--- config.mk ---
export PLATFORM = sky130hd
export DESIGN_NAME = twin_countdown_timer
export DESIGN_NICKNAME = d
export VERILOG_FILES = /design/src/rtl/twin_tmr_pkg.sv /design/src/rtl/tmr_bus_decode.sv /design/src/rtl/tmr_channel.sv /design/src/rtl/tmr_irq_ctrl.sv /design/src/rtl/twin_countdown_timer.sv
export SDC_FILE = /design/constraint.sdc
export NUM_CORES = 1
export LEC_CHECK = 0
export BUFFER_PORTS_ARGS = -buffer_cell sky130_fd_sc_hd__buf_2
export CAP_MARGIN = 20
export CELL_PAD_IN_SITES_DETAIL_PLACEMENT = 1
export CELL_PAD_IN_SITES_GLOBAL_PLACEMENT = 2
export CORE_ASPECT_RATIO = 1.25
export CORE_MARGIN = 2
export CORE_UTILIZATION = 38
export CTS_CLUSTER_SIZE = 16
export DETAILED_ROUTE_END_ITERATION = 8
export GPL_TIMING_DRIVEN = 1
export HOLD_SLACK_MARGIN = 0.1
export PLACE_DENSITY_LB_ADDON = 0.1
export SLEW_MARGIN = 30
export SYNTH_ARGS = -nofsm -noshare
export SYNTH_HDL_FRONTEND = slang
export SYNTH_SLANG_ARGS = --single-unit
--- constraint.sdc ---
create_clock -name clk -period 5.31 [get_ports clk]
set_input_delay 0.531 -clock clk [delete_from_list [all_inputs] [get_ports clk]]
set_output_delay 0.531 -clock clk [all_outputs]
set_load 0.02 [all_outputs]
--- src/rtl/twin_tmr_pkg.sv ---
package twin_tmr_pkg;

    localparam int DATA_W    = 32;
    localparam int CH_COUNT  = 2;
    localparam int TICK_SRCS = 4;

    // word indices (byte offset / 4)
    localparam int CH_STRIDE  = 4;
    localparam int IDX_DIV    = 0;
    localparam int IDX_CNT    = 1;
    localparam int IDX_CTRL   = 2;
    localparam int IDX_TIME   = 'h0E;
    localparam int IDX_MASK   = 'h12;
    localparam int IDX_ACK    = 'h13;
    localparam int IDX_RAW    = 'h14;
    localparam int IDX_MASKED = 'h15;

    typedef enum logic [1:0] {
        OP_LOAD    = 2'd0,
        OP_HOLD    = 2'd1,
        OP_RUN     = 2'd2,
        OP_ILLEGAL = 2'd3
    } tmr_op_e;

    typedef struct packed {
        logic [2:0] src;
        tmr_op_e    op;
    } tmr_ctrl_t;

    localparam int CTRL_W = $bits(tmr_ctrl_t);

    typedef struct packed {
        logic [CH_COUNT-1:0] div;
        logic [CH_COUNT-1:0] ctrl;
        logic                mask;
        logic                ack;
    } tmr_wr_t;

    // codes 4..7 map to the four tick enables, lower codes select nothing
    function automatic logic pick_tick(input logic [2:0] src,
                                       input logic [TICK_SRCS-1:0] ticks);
        return src[2] ? ticks[src[1:0]] : 1'b0;
    endfunction

endpackage

--- src/rtl/tmr_bus_decode.sv ---
module tmr_bus_decode
    import twin_tmr_pkg::*;
#(
    parameter int ADDR_W = 8
) (
    input  logic              bus_valid,
    input  logic              bus_write,
    input  logic [ADDR_W-1:0] bus_addr,
    output tmr_wr_t           wr,
    output logic              rd_en,
    output logic [ADDR_W-3:0] word_idx
);
    logic aligned;
    logic wr_en;

    assign aligned  = (bus_addr[1:0] == 2'b00);
    assign word_idx = bus_addr[ADDR_W-1:2];
    assign wr_en    = bus_valid && bus_write && aligned;
    assign rd_en    = bus_valid && !bus_write && aligned;

    for (genvar g = 0; g < CH_COUNT; g++) begin : g_ch_dec
        assign wr.div[g]  = wr_en && (int'(word_idx) == g * CH_STRIDE + IDX_DIV);
        assign wr.ctrl[g] = wr_en && (int'(word_idx) == g * CH_STRIDE + IDX_CTRL);
    end

    assign wr.mask = wr_en && (int'(word_idx) == IDX_MASK);
    assign wr.ack  = wr_en && (int'(word_idx) == IDX_ACK);

endmodule

--- src/rtl/tmr_channel.sv ---
module tmr_channel
    import twin_tmr_pkg::*;
#(
    parameter int CNT_W = 32
) (
    input  logic                 clk,
    input  logic                 rst,
    input  logic                 div_wr,
    input  logic [CNT_W-1:0]     div_in,
    input  logic                 ctrl_wr,
    input  tmr_ctrl_t            ctrl_in,
    input  logic [TICK_SRCS-1:0] ticks,
    output logic [CNT_W-1:0]     cnt_q,
    output logic [CNT_W-1:0]     div_q,
    output tmr_ctrl_t            ctrl_q,
    output logic                 running,
    output logic                 expire
);
    logic cmd_ok;
    logic tick_en;
    logic at_end;

    assign cmd_ok  = ctrl_wr && (ctrl_in.op != OP_ILLEGAL);
    assign tick_en = running && pick_tick(ctrl_q.src, ticks);
    assign at_end  = (cnt_q <= CNT_W'(1));
    // a command in the same cycle takes precedence over the tick
    assign expire  = tick_en && !cmd_ok && at_end;

    always_ff @(posedge clk) begin
        if (rst) begin
            cnt_q   <= '0;
            div_q   <= '0;
            ctrl_q  <= '{src: 3'd0, op: OP_LOAD};
            running <= 1'b0;
        end else begin
            if (div_wr) begin
                div_q <= div_in;
            end
            if (cmd_ok) begin
                ctrl_q <= ctrl_in;
                unique case (ctrl_in.op)
                    OP_LOAD: cnt_q   <= div_q;
                    OP_HOLD: running <= 1'b0;
                    OP_RUN:  running <= 1'b1;
                    default: ;
                endcase
            end else if (tick_en) begin
                cnt_q <= at_end ? div_q : cnt_q - CNT_W'(1);
            end
        end
    end

endmodule

--- src/rtl/tmr_irq_ctrl.sv ---
module tmr_irq_ctrl
    import twin_tmr_pkg::*;
#(
    parameter int N = CH_COUNT
) (
    input  logic         clk,
    input  logic         rst,
    input  logic [N-1:0] set,
    input  logic         mask_wr,
    input  logic         ack_wr,
    input  logic [N-1:0] wbits,
    output logic [N-1:0] raw_q,
    output logic [N-1:0] mask_q,
    output logic         irq
);
    logic [N-1:0] clr;

    assign clr = ack_wr ? wbits : '0;

    always_ff @(posedge clk) begin
        if (rst) begin
            raw_q  <= '0;
            mask_q <= '0;
        end else begin
            raw_q <= (raw_q & ~clr) | set;
            if (mask_wr) begin
                mask_q <= wbits;
            end
        end
    end

    assign irq = |(raw_q & mask_q);

endmodule

--- src/rtl/twin_countdown_timer.sv ---
module twin_countdown_timer
    import twin_tmr_pkg::*;
#(
    parameter int CNT_W  = 32,
    parameter int ADDR_W = 8,
    parameter int TIME_W = 32
) (
    input  logic                 clk,
    input  logic                 rst,
    input  logic                 bus_valid,
    input  logic                 bus_write,
    input  logic [ADDR_W-1:0]    bus_addr,
    input  logic [DATA_W-1:0]    bus_wdata,
    output logic [DATA_W-1:0]    bus_rdata,
    input  logic [TICK_SRCS-1:0] tick_src,
    input  logic                 time_tick,
    output logic                 irq
);
    tmr_wr_t             wr;
    logic                rd_en;
    logic [ADDR_W-3:0]   word_idx;

    logic [CNT_W-1:0]    ch_cnt  [CH_COUNT];
    logic [CNT_W-1:0]    ch_div  [CH_COUNT];
    tmr_ctrl_t           ch_ctrl [CH_COUNT];
    logic [CH_COUNT-1:0] ch_run;
    logic [CH_COUNT-1:0] ch_expire;
    logic [CH_COUNT-1:0] raw_w;
    logic [CH_COUNT-1:0] mask_w;
    logic [TIME_W-1:0]   time_q;

    tmr_bus_decode #(.ADDR_W(ADDR_W)) u_dec (
        .bus_valid (bus_valid),
        .bus_write (bus_write),
        .bus_addr  (bus_addr),
        .wr        (wr),
        .rd_en     (rd_en),
        .word_idx  (word_idx)
    );

    for (genvar g = 0; g < CH_COUNT; g++) begin : g_ch
        tmr_channel #(.CNT_W(CNT_W)) u_ch (
            .clk     (clk),
            .rst     (rst),
            .div_wr  (wr.div[g]),
            .div_in  (bus_wdata[CNT_W-1:0]),
            .ctrl_wr (wr.ctrl[g]),
            .ctrl_in (tmr_ctrl_t'(bus_wdata[CTRL_W-1:0])),
            .ticks   (tick_src),
            .cnt_q   (ch_cnt[g]),
            .div_q   (ch_div[g]),
            .ctrl_q  (ch_ctrl[g]),
            .running (ch_run[g]),
            .expire  (ch_expire[g])
        );
    end

    tmr_irq_ctrl #(.N(CH_COUNT)) u_irq (
        .clk     (clk),
        .rst     (rst),
        .set     (ch_expire),
        .mask_wr (wr.mask),
        .ack_wr  (wr.ack),
        .wbits   (bus_wdata[CH_COUNT-1:0]),
        .raw_q   (raw_w),
        .mask_q  (mask_w),
        .irq     (irq)
    );

    always_ff @(posedge clk) begin
        if (rst) begin
            time_q <= '0;
        end else if (time_tick) begin
            time_q <= time_q + TIME_W'(1);
        end
    end

    always_comb begin
        bus_rdata = '0;
        if (rd_en) begin
            for (int c = 0; c < CH_COUNT; c++) begin
                if (int'(word_idx) == c * CH_STRIDE + IDX_DIV)
                    bus_rdata = DATA_W'(ch_div[c]);
                if (int'(word_idx) == c * CH_STRIDE + IDX_CNT)
                    bus_rdata = DATA_W'(ch_cnt[c]);
                if (int'(word_idx) == c * CH_STRIDE + IDX_CTRL)
                    bus_rdata = DATA_W'(ch_ctrl[c]);
            end
            if (int'(word_idx) == IDX_TIME)   bus_rdata = DATA_W'(time_q);
            if (int'(word_idx) == IDX_MASK)   bus_rdata = DATA_W'(mask_w);
            if (int'(word_idx) == IDX_RAW)    bus_rdata = DATA_W'(raw_w);
            if (int'(word_idx) == IDX_MASKED) bus_rdata = DATA_W'(raw_w & mask_w);
        end
    end

endmodule

==> results of run 1 <==
sequential cells by signal, indices dropped and copies added, names as in the netlist:
signal             flops
g_ch.u_ch.cnt_q       64
g_ch.u_ch.ctrl_q      10
g_ch.u_ch.div_q       64
g_ch.u_ch.running      2
time_q                32
u_irq.mask_q           2
u_irq.raw_q            2
final cells by class:
cell class / count / area [µm²] / area share, %
multi-input combinational: 1086 / 6250 / 54.5
sequential: 176 / 3520 / 30.8
timing repair buffer: 106 / 596 / 5.20
clock buffer: 21 / 460 / 4.02
tap: 345 / 432 / 3.77
clock inverter: 10 / 136 / 1.19
inverter: 17 / 63.8 / 0.557
cell families after synthesis:
group | share of synthesized area, %
compound gates | 24.4
flops | 34.4
mux | 2.54
simple gates | 30.3
buf+inv | 5.04
fa+ha+maj | 0.977
xor+xnor | 2.31
metal layers:
metal | GRT usage (%) | part of all wire (%)
met5 | 0 | 0
met4 | 8.59 | 2.4
met1 | 43.3 | 46
met2 | 45.5 | 45
met3 | 4.67 | 6.7
worst paths after layout:
| path | startpoint | endpoint |
|---|---|---|
| max | bus_addr[5] | bus_rdata[23] |
| min | bus_wdata[10] | g_ch[1].u_ch.div_q[10] |
| max reg2reg | g_ch[1].u_ch.cnt_q[16] | g_ch[1].u_ch.cnt_q[24] |
| min reg2reg | g_ch[1].u_ch.ctrl_q[0] | g_ch[1].u_ch.ctrl_q[0] |
through the flow:
| step | power, mW | util (%) |
|---|---|---|
| finish | 2.77 | 43.0 |
| global route | 2.86 | 43.0 |
| CTS | 2.79 | 42.9 |
| detailed placement | 1.47 | 40.7 |
| global placement | 1.47 | 40.7 |
| floorplan | 1.42 | - |
worst max-delay path, cell delays in order:
cell and delay, ns:
buf_2 0.20, or4_1 0.83, nor3_2 0.60, buf_4 0.37
a222oi_1 0.16, o21bai_1 0.23, a21oi_1 0.16, buf_2 0.17
layout by cell type (no fill, tap or decap), types with 16 or more instances in the layout:
cell type  netlist  routed
nand2_1        236     235
dfxtp_1        176     176
a21oi_1        152     152
nor2_1         117     117
o21ai_0         83      83
buf_2           11      80
nand3_1         48      48
nor3_1          48      47
nand4_1         35      35
buf_4            4      26
or4_1           23      23
nor4_1          20      20
xor2_1          19      19
a21o_1          18      18
inv_1           17      17
or3_1           17      17
clkbuf_16        0      17
a22oi_1         16      16
report_power, final:
group | switching (mW) | internal [mW] | total, mW
registers | 0.00317 | 1.32 | 1.32
clock network | 0.564 | 0.763 | 1.33
logic | 0.0859 | 0.0326 | 0.118
total | 0.653 | 2.12 | 2.77
==> metrics.txt, run 1 <==
final hold vios=0; Mapped Area=10200 µm²; number of max-cap violations=0; Slew HR=35.1%; Inst Count DP=1730; Post-CTS Setup Inserts=0; crit end category=primary output; sequential share of the synthesized area=34.4%; worst hold stages=3; GRT Util Overall=29.8%; placed cell areas=10800 µm²; Post-synth top cells=nand2_1 (236), dfxtp_1 (176), a21oi_1 (152), nor2_1 (117), clkbuf_1 (86); Reg clk slew, reported paths=0.07 ns; Netlist cell types=79; Leak=4.10 nW; Fillers=3355; clock root buffer=clkbuf_16; DRT iter0 DRCs=1087; clk_skew=0.0177 ns; final net count=1461; reg2reg setup slack=2.02 ns; post-DP HPWL=30100 µm; Synth top area share=34.4%; period utilization=71.9%; routed wire length=41600 µm; clock sink count=176; layout cells sized above 1=11.8%; YS warnings=0; routed vias/inst=6.20; initial antenna violation count=0; drt pass-1 iters=6; Remaining Overflow, GRT=0; post-route cell area=11500 µm²; CTS tree=done; Critical Path RT=4.78 ns; # setup viols final=0; most frequent cell after synthesis=nand2_1; Tightest Hold Check Type=input port to flop; clock buffer depth=2; Register-to-Register Path Depth=6; TritonCTS Buffers=17; RD Place Congestion=0.899; Area Overhead vs Synth=11.8%; Yosys reg bits=176; fin cells=1761; syn nets=1445; Worst Tran Pin Value=0.970 ns; Die Wd=151 µm; post-cts resize count=0; die area=28300 µm²; dpl ws=1.51 ns; worst vdd ir=0.000152 V; Pins Over Slew Limit=0; top post-synthesis cells by area=dfxtp_1 (34%), nand2_1 (8.6%), a21oi_1 (7.4%), nor2_1 (4.3%), o21ai_0 (4.1%); core area=26700 µm²; average wire per standard cell=23.6 µm; WHS=0.335 ns; diode count=0; row cnt=67; Initial Util=38.4%; CP Max Fanout=18; Final ANT Viol Nets=0; Main synth FF type=dfxtp_1; Avg Synthesized Cell Area=7.38 µm²; crit path time final=3.82 ns; Peak Freq=0.262 GHz; Post-synth EDFFs=0; htree depth=4; largest net degree at the start of global routing=62; vias in the first global route=10800; Post-synth ARST share=0%; post-route setup slack=1.49 ns; setup_tns=0 ns; Top Ports=82; CP Class=input port to primary output; vias post-DR=10900; cts hold-fix bufs=0; Synth Instances=1388; die span in y=188 µm; RSZ-0062 raised after global routing=false; arrival time at the worst endpoint=3.29 ns; drc violations=0; status=complete, no violations; Worst-Skew Late Latency=0.45 ns; IO buf count=81; largest area contributor in the netlist=dfxtp_1; nature of the critical path startpoint=input port; PD cells=242 nW/µm²; first-pass GRT wire length=65300 µm
(Power assumes the default switching activity.)
==> inputs of run 2 (changes only) <==
CORE_UTILIZATION = 35   (was 38)
clock period = 3.6 ns   (was 5.31 ns; I/O delays follow)
==> run 2 against run 1 <==
Clock skew down 0.0064 ns. Critical path depth unchanged. Final area up 2.8%. Non-clock buffer count up 22. Register-to-register slack worse by 1.3 ns. Die area up 8.4%. Setup slack worse by 1.0 ns. Sequential share of layout area down 0.83 points. Global-route usage down 2.4 points. Largest power group unchanged.
==> metrics.txt, run 2 (synthesized netlist as in run 1, its figures left out) <==
status=complete, no violations; GRT Util Overall=27.4% (-2.4 points); vias in the first global route=10600 (-1.3%); Initial Util=35.2% (-3.2 points); Worst-Skew Late Latency=0.45 ns (about the same); Die Wd=157 µm (+4.1%); IO buf count=81 (unchanged); die area=30700 µm² (+8.4%); Final ANT Viol Nets=0 (unchanged); Tightest Hold Check Type=input port to flop; crit end category=primary output; CP Max Fanout=28 (+10); worst r2r dst=g_ch[0].u_ch.cnt_q[12]; reg2reg setup slack=0.72 ns (-1.30 ns); Peak Freq=0.322 GHz; commonest non-fill, non-tap cells in the layout=nand2_1 (236), dfxtp_1 (176), a21oi_1 (152), nor2_1 (117), o21ai_0 (83); PD cells=362 nW/µm² (+50%); CP Class=input port to primary output; diode count=0 (unchanged); DRT iter0 DRCs=744 (-32%); clock sink count=176 (unchanged); htree depth=4 (unchanged); post-cts resize count=0 (unchanged); vias post-DR=10800 (-0.76%); period utilization=86.4%; Fillers=3627 (+8.1%); TritonCTS Buffers=17 (unchanged); Top Ports=82 (unchanged); setup_tns=0 ns (unchanged); worst vdd ir=0.000245 V (+61%); # setup viols final=0 (unchanged); average wire per standard cell=22.6 µm (-4.4%); Critical Path RT=3.24 ns (-1.54 ns); Slew HR=34.2% (-0.92 points); WHS=0.149 ns (-0.186 ns); largest net degree at the start of global routing=81 (+31%); cts hold-fix bufs=0 (unchanged); clock buffer depth=2 (unchanged); die span in y=195 µm (+4.1%); initial antenna violation count=1 (+1); number of max-cap violations=0 (unchanged); HP Start=bus_wdata[5]; Remaining Overflow, GRT=0 (unchanged); post-DP HPWL=30100 µm (about the same); Sequential Area=3520 µm² (unchanged); most common cell after layout, fill and taps aside=nand2_1; first-pass GRT wire length=64800 µm (-0.75%); clock root buffer=clkbuf_16; routed wire length=41400 µm (-0.43%); Area Overhead vs Synth=14.9%; Worst Tran Pin Value=0.987 ns (+0.0175 ns); Register-to-Register Path Depth=8 (+2); Post-CTS Setup Inserts=0 (unchanged); crit path time final=3.11 ns; routed vias/inst=5.91 (-4.8%); final hold vios=0 (unchanged); drt pass-1 iters=6 (unchanged); layout cells sized above 1=13.2% (+1.4 points); final net count=1483 (+1.5%); Hold Crit Endpoint=g_ch[0].u_ch.div_q[5]; multi-input logic area=6230 µm² (-0.30%); worst hold stages=3 (unchanged); clk_skew=0.0112 ns (-0.00644 ns); RSZ-0062 raised after global routing=false; Leak=4.24 nW (+3.5%); Pins Over Slew Limit=0 (unchanged); row cnt=70 (+4.5%); Largest regs=g_ch.u_ch.cnt_q x64, g_ch.u_ch.div_q x64, time_q x32; Reg clk slew, reported paths=0.07 ns (about the same); reg2reg start=g_ch[0].u_ch.cnt_q[0]; arrival time at the worst endpoint=2.75 ns (-0.54 ns); CTS tree=done; drc violations=0 (unchanged); nature of the critical path startpoint=input port; RD Place Congestion=0.874 (-2.7%); core area=29100 µm² (+9.1%)
-- run 2: cell count changes in the layout (fill, tap and decap cells not counted), sizes merged --
cell / delta
inv: +8
buf: +22
bufinv: +1
clkinv: -5
clkbuf: -3
-- run 2: power by group --
part	switching [mW]	internal (mW)	leakage, nW	total, mW
Combinational	0.125	0.0500	2.50	0.175
Clock	0.925	1.21	0.322	2.14
Sequential	0.00477	1.95	1.42	1.95
-- run 2: critical path: stages --
cell	delay (ns)
buf_2	0.21
or4_1	0.83
nor3_2	0.20
buf_4	0.33
a222oi_1	0.23
o21bai_1	0.25
a21oi_1	0.15
buf_2	0.17
-- run 2: per-layer routing --
metal | wire length, µm | global-route usage [%] | part of all wire, %
met1 | 19900 | 39.7 | 48
met4 | 601 | 6.43 | 1.5
met5 | 0 | 0 | 0
met2 | 19200 | 43.5 | 46
met3 | 1770 | 3.00 | 4.3
-- run 2: area by class of cell --
| class | instances | area share [%] |
|---|---|---|
| Multi-Input combinational cell | 1086 | 52.9 |
| Sequential cell | 176 | 29.9 |
| Timing Repair Buffer | 128 | 6.89 |
| Tap cell | 396 | 4.21 |
| Clock buffer | 18 | 3.73 |
| Clock inverter | 14 | 1.83 |
| Inverter | 17 | 0.542 |
-- run 2: how the worst max path moves through the flow --
stage / start / end / slack [ns] / cells after the start
2_1_floorplan: bus_addr[6] / bus_rdata[12] / 0.90 / 9
3_3_place_gp: bus_addr[5] / bus_rdata[23] / 0.53 / 8
3_5_place_dp: bus_addr[5] / bus_rdata[23] / 0.52 / 8
4_1_cts: bus_addr[5] / bus_rdata[23] / 0.51 / 8
5_1_grt: bus_addr[5] / bus_rdata[28] / 0.30 / 9
6_report: bus_addr[5] / bus_rdata[25] / 0.49 / 8
-- run 2: per-stage QoR --
stage	util (%)	instances	total power [mW]	worst slack, ns	area [µm²]
final	40.5	1835	4.26	0.490	11800
after CTS	40.5	1835	4.30	0.506	11800
after global placement	38.2	1803	2.17	0.529	11100
after floorplan	-	1388	2.09	0.903	10200
after global routing	40.5	1835	4.39	0.300	11800
after detailed placement	38.2	1803	2.17	0.518	11100
